`src/rtl/swt_pkg.sv`:
```
package swt_pkg;

    localparam int ADDR_W     = 12;
    localparam int DATA_W     = 4;
    localparam int NUM_DIGITS = 2;
    localparam int DIGIT_MAX  = 9;
    localparam int NUM_SRC    = NUM_DIGITS;

    localparam logic [ADDR_W-1:0] A_DIG_LO = 12'h2E1;
    localparam logic [ADDR_W-1:0] A_DIG_HI = 12'h2E2;
    localparam logic [ADDR_W-1:0] A_MASK   = 12'h2E6;
    localparam logic [ADDR_W-1:0] A_FLAG   = 12'h2EA;
    localparam logic [ADDR_W-1:0] A_CTRL   = 12'h2EE;

    localparam int CTRL_CLR_BIT = 1;
    localparam int CTRL_RUN_BIT = 2;

    typedef logic [DATA_W-1:0] nib_t;

    typedef struct packed {
        logic ctrl;
        logic flag;
        logic mask;
        logic dig_hi;
        logic dig_lo;
    } sel_t;

    function automatic sel_t decode(input logic [ADDR_W-1:0] a);
        sel_t s;
        s.dig_lo = (a == A_DIG_LO);
        s.dig_hi = (a == A_DIG_HI);
        s.mask   = (a == A_MASK);
        s.flag   = (a == A_FLAG);
        s.ctrl   = (a == A_CTRL);
        return s;
    endfunction

    function automatic nib_t bcd_step(input nib_t d, input int unsigned top);
        return (d == nib_t'(top)) ? '0 : d + nib_t'(1);
    endfunction

endpackage

```
`src/rtl/swt_bcd_digit.sv`:
```
module swt_bcd_digit
    import swt_pkg::*;
#(
    parameter int W   = DATA_W,
    parameter int MAX = DIGIT_MAX
) (
    input  logic         clk,
    input  logic         rst,
    input  logic         clr,
    input  logic         inc,
    output logic [W-1:0] value,
    output logic         carry
);

    logic [W-1:0] val_q;

    assign carry = inc && (val_q == W'(MAX));
    assign value = val_q;

    always_ff @(posedge clk) begin
        if (rst || clr) begin
            val_q <= '0;
        end else if (inc) begin
            val_q <= (val_q == W'(MAX)) ? '0 : val_q + W'(1);
        end
    end

    assert_digit_range_R8 : assert property (@(posedge clk) disable iff (rst)
        val_q <= W'(MAX));

    assert_digit_clear_R7 : assert property (@(posedge clk) disable iff (rst)
        clr |=> (val_q == '0));

endmodule

```
`src/rtl/swt_irq_unit.sv`:
```
module swt_irq_unit
    import swt_pkg::*;
#(
    parameter int N = NUM_SRC
) (
    input  logic         clk,
    input  logic         rst,
    input  logic [N-1:0] evt,
    input  logic         rd_clr,
    input  logic         mask_wr,
    input  logic [N-1:0] mask_wdata,
    output logic [N-1:0] mask,
    output logic [N-1:0] flag,
    output logic         irq
);

    logic [N-1:0] mask_q;
    logic [N-1:0] flag_q;

    always_ff @(posedge clk) begin
        if (rst) begin
            mask_q <= '0;
        end else if (mask_wr) begin
            mask_q <= mask_wdata;
        end
    end

    generate
        for (genvar i = 0; i < N; i++) begin : g_src
            always_ff @(posedge clk) begin
                if (rst) begin
                    flag_q[i] <= 1'b0;
                end else if (evt[i]) begin
                    flag_q[i] <= 1'b1;
                end else if (rd_clr) begin
                    flag_q[i] <= 1'b0;
                end
            end

            assert_flag_set_R9 : assert property (@(posedge clk) disable iff (rst)
                evt[i] |=> flag_q[i]);

            assert_read_clears_R5 : assert property (@(posedge clk) disable iff (rst)
                (rd_clr && !evt[i]) |=> !flag_q[i]);
        end
    endgenerate

    assign mask = mask_q;
    assign flag = flag_q;
    assign irq  = |(flag_q & mask_q);

endmodule

```
`src/rtl/swtimer_top.sv`:
```
module swtimer_top
    import swt_pkg::*;
#(
    parameter int AW = ADDR_W,
    parameter int DW = DATA_W
) (
    input  logic          clk,
    input  logic          rst,
    input  logic [AW-1:0] bus_addr,
    input  logic [DW-1:0] bus_wdata,
    input  logic          bus_wr,
    input  logic          bus_rd,
    output logic [DW-1:0] bus_rdata,
    input  logic          tick_100hz,
    output logic          irq
);

    localparam int ND = NUM_DIGITS;

    sel_t sel;
    logic run_q;
    logic clr_w;
    logic [ND:0] carry;
    logic [ND-1:0][DW-1:0] digit;
    logic [ND-1:0] mask;
    logic [ND-1:0] flag;

    assign sel   = decode(ADDR_W'(bus_addr));
    assign clr_w = bus_wr && sel.ctrl && bus_wdata[CTRL_CLR_BIT];

    always_ff @(posedge clk) begin
        if (rst) begin
            run_q <= 1'b0;
        end else if (bus_wr && sel.ctrl) begin
            run_q <= bus_wdata[CTRL_RUN_BIT];
        end
    end

    assign carry[0] = run_q && tick_100hz && !clr_w;

    generate
        for (genvar d = 0; d < ND; d++) begin : g_dig
            swt_bcd_digit #(.W(DW), .MAX(DIGIT_MAX)) u_digit (
                .clk   (clk),
                .rst   (rst),
                .clr   (clr_w),
                .inc   (carry[d]),
                .value (digit[d]),
                .carry (carry[d+1])
            );
        end
    endgenerate

    swt_irq_unit #(.N(ND)) u_irq (
        .clk        (clk),
        .rst        (rst),
        .evt        (carry[ND:1]),
        .rd_clr     (bus_rd && sel.flag),
        .mask_wr    (bus_wr && sel.mask),
        .mask_wdata (bus_wdata[ND-1:0]),
        .mask       (mask),
        .flag       (flag),
        .irq        (irq)
    );

    always_comb begin
        bus_rdata = '0;
        if (bus_rd) begin
            if (sel.dig_lo) bus_rdata = digit[0];
            if (sel.dig_hi) bus_rdata = digit[1];
            if (sel.mask)   bus_rdata[ND-1:0] = mask;
            if (sel.flag)   bus_rdata[ND-1:0] = flag;
            if (sel.ctrl)   bus_rdata[CTRL_RUN_BIT] = run_q;
        end
    end

    assert_stopped_hold_R6 : assert property (@(posedge clk) disable iff (rst)
        (!run_q && !clr_w) |=> $stable(digit));

    assert_idle_bus_quiet_R12 : assert property (@(posedge clk) disable iff (rst)
        !bus_rd |-> (bus_rdata == '0));

    assert_irq_needs_flag_R10 : assert property (@(posedge clk) disable iff (rst)
        (flag == '0) |-> !irq);

endmodule

```
`config.mk`:
```
export PLATFORM = sky130hd
export DESIGN_NAME = swtimer_top
export DESIGN_NICKNAME = d
export VERILOG_FILES = /design/src/rtl/swt_pkg.sv /design/src/rtl/swt_bcd_digit.sv /design/src/rtl/swt_irq_unit.sv /design/src/rtl/swtimer_top.sv
export SDC_FILE = /design/constraint.sdc
export NUM_CORES = 1
export LEC_CHECK = 0
export BUFFER_PORTS_ARGS = -buffer_cell sky130_fd_sc_hd__buf_2
export CAP_MARGIN = 10
export CORE_MARGIN = 5
export CORE_UTILIZATION = 35
export CTS_CLUSTER_SIZE = 40
export DETAILED_ROUTE_END_ITERATION = 6
export PLACE_DENSITY = 0.7
export SLEW_MARGIN = 5
export SYNTH_ARGS = -nofsm -noshare
export SYNTH_HDL_FRONTEND = slang
export SYNTH_SLANG_ARGS = --single-unit
```
`constraint.sdc`:
```
create_clock -name clk -period 2 [get_ports clk]
set_clock_uncertainty 0.1 [all_clocks]
set_input_delay 0.2 -clock clk [delete_from_list [all_inputs] [get_ports clk]]
set_output_delay 0.2 -clock clk [all_outputs]
set_load 0.005 [all_outputs]
```
==> metrics.txt <==
postcts setup bufs=0; clk root buf=clkbuf_4; TNS Setup=0 ns; Req. time, crit path=around 1.7 ns; Main synth FF type=dfxtp_1; Synth Net Count=approximately 120; delay-heaviest family, CP=simple AND/OR/NAND/NOR gates; post-synthesis sequential area ratio=30.41%; Int Pwr=between 300 and 400 uW; EDFF count, synth=0; Hold-fix buffers, CTS=0; largest net degree at the start of global routing=13; logic gate share of total power=~13%; Num CTS Buffers=3; drc violations=0; Worst EP arrival=approximately 1.7 ns; vias per cell=roughly 5.2; Fillers=243; CORE AREA=~2400 um^2; LEAKAGE=about 0.00046 uW; measured slew at the worst slew-check pin=approximately 0.36 ns; fin cells=162; max_slew headroom=~76%; status=finished clean; Syn Area/Cell=8.390 um^2; Setup crit end kind=output pin; max_cap viols=0; Port Buf Inserts=24; # clock sinks=13; Final Wtd Congestion=between 0.7 and 0.8; area grow syn2layout=25.15%; CTS tree=done; ant diodes=0; Inst Count DP=about 160; Worst Setup Start Kind=input port; crit share post-route=a little over nine tenths; Worst-Skew Late Latency=~0.27 ns; count of warnings emitted by yosys=0; Synth Instances=about 100; HP Class=input port to flip-flop; Total Nets Final=roughly 150; PwrDens=between 400 and 500 nW/um^2; # IOs=26; CP cell instances=buf_2 > or4b_4 > buf_4 > nor4_2 > buf_4 > a22o_1 > buf_2; critical path class=input port to output pin; crit path time final=approximately 2 ns; detailed-route via count=850; Rows=18; Worst path slowest cell=or4b_4; most frequent cells in the layout=buf_2, nor2_1, dfxtp_1; f_max=between 500 and 600 MHz; Sw Ratio=between 20% and 30%; Yosys reg bits=13; count of pins over their slew limit=0; antenna violations before repair=0; Die W=between 50 and 60 um; Avg WL per Cell=roughly 12 um; asr flop ratio synth=0%; dpl hpwl=about 1500 um; Max VDD drop=~0.38 mV; GRT Overall Usage=11.92%; # setup viols final=0; 1st-iter DRT viols=25; Clock Tree Buf Depth=2; First-pass DRT Iterations=4; Hold Violations, Final=0; share of cells above drive strength 1=28.79%; clock network fraction of total power=about a third; Routed WL=between 1500 and 2000 um; Starting Density=35.51%; die height=roughly 59 um; synth unique cells=34; number of global-route vias before repair=783; Final Util=44.44%; Worst-path clk slew=roughly 0.080 ns; H-tree Lvls=1; commonest non-fill, non-tap cell in the layout=buf_2; Seq pwr share=54.0%; Overflow after GRT=0; P_sw=about 110 uW; Syn Std Cell Area=855.8 um^2; Routed Antenna Nets=0; CP Max Fanout=4; full die area=between 3000 and 4000 um^2; max incr delay on CP=between 0.5 and 0.6 ns; sum of buffers and inverters on the critical path=4; first-pass GRT wire length=3243 um
final cells by class:
type	count	area, um^2	share of cell area [%]
Clock buffer	4	26.28	2.453
Inverter	5	18.77	1.752
Multi-Input combinational cell	81	570.5	53.27
Sequential cell	13	260.3	24.30
Tap cell	30	37.54	3.505
Timing Repair Buffer	29	157.7	14.72
timing repair:
item                       4_1_cts  5_1_grt
setup endpoints to repair        0        3
gates resized for setup          0        2
hold endpoints to repair         0        0
metal layers:
layer / vias up / wire [um] / GRT usage (%)
met2: 19 / 901 / 19.81
met5: - / 0 / 0
met3: 4 / 168 / 3.486
met1: 391 / 852 / 14.60
li1: 436 / - / -
met4: 0 / 16 / 3.883
stage by stage:
stage	power, uW	setup slack [ns]	hold WS, ns	instance area [um^2]
global route	503.7	-0.02014	0.06021	1071
finish	478.5	0.03318	0.03882	1071
detailed placement	323.1	0.02511	0.3426	1032
floorplan	294.6	0.2137	0.1724	855.8
global placement	322.2	0.009659	0.3418	1032
CTS	482.6	0.006442	0.04451	1059
synth_stat cells (all sizes together) (3+ instances only):
master | number | share of area [%]
nor2b | 3 | 2.2
a22o | 4 | 4.1
xor2 | 4 | 4.1
nand2 | 5 | 2.2
dfxtp | 13 | 30
mux2i | 6 | 7.0
inv | 5 | 2.2
nand2b | 4 | 2.9
o21ai | 5 | 2.9
nand3b | 3 | 2.6
a22oi | 4 | 3.5
nor2 | 15 | 6.9
nor4 | 4 | 3.7
final timing paths:
path | depth (start not counted) | startpoint | endpoint | slack (ns)
max | 7 | bus_addr[8] | bus_rdata[1] | 0.03
min | 2 | rst | run_q$_SDFFE_PP0N_ | 0.04
max reg2reg | 4 | g_dig[0].u_digit.value[3]$_SDFFE_PP0P_ | g_dig[1].u_digit.value[3]$_SDFFE_PP0P_ | 0.58
min reg2reg | 1 | u_irq.flag[0]$_SDFFE_PP0P_ | u_irq.flag[0]$_SDFFE_PP0P_ | 0.39
state kept, by name, indices dropped and copies added, names as in the netlist:
register and count:
g_dig.u_digit.value 8, u_irq.flag 2, u_irq.mask 2, run_q 1
kinds of logic after synthesis:
kind of cell / Yosys count / share of synthesized area, %
simple gates: 51 / 35.23
compound gates: 20 / 18.86
flops: 13 / 30.41
buf+inv: 8 / 4.386
xor+xnor: 4 / 4.093
mux: 6 / 7.018
power by group through the flow:
stage | Sequential (uW) | Clock [uW] | Combinational, uW
after detailed placement | 265 | 0 | 58.4
after global placement | 265 | 0 | 57.5
after floorplan | 265 | 0 | 30.0
after global routing | 259 | 178 | 66.9
final | 259 | 160 | 59.7
after CTS | 259 | 165 | 58.7
(Power assumes the default switching activity.)
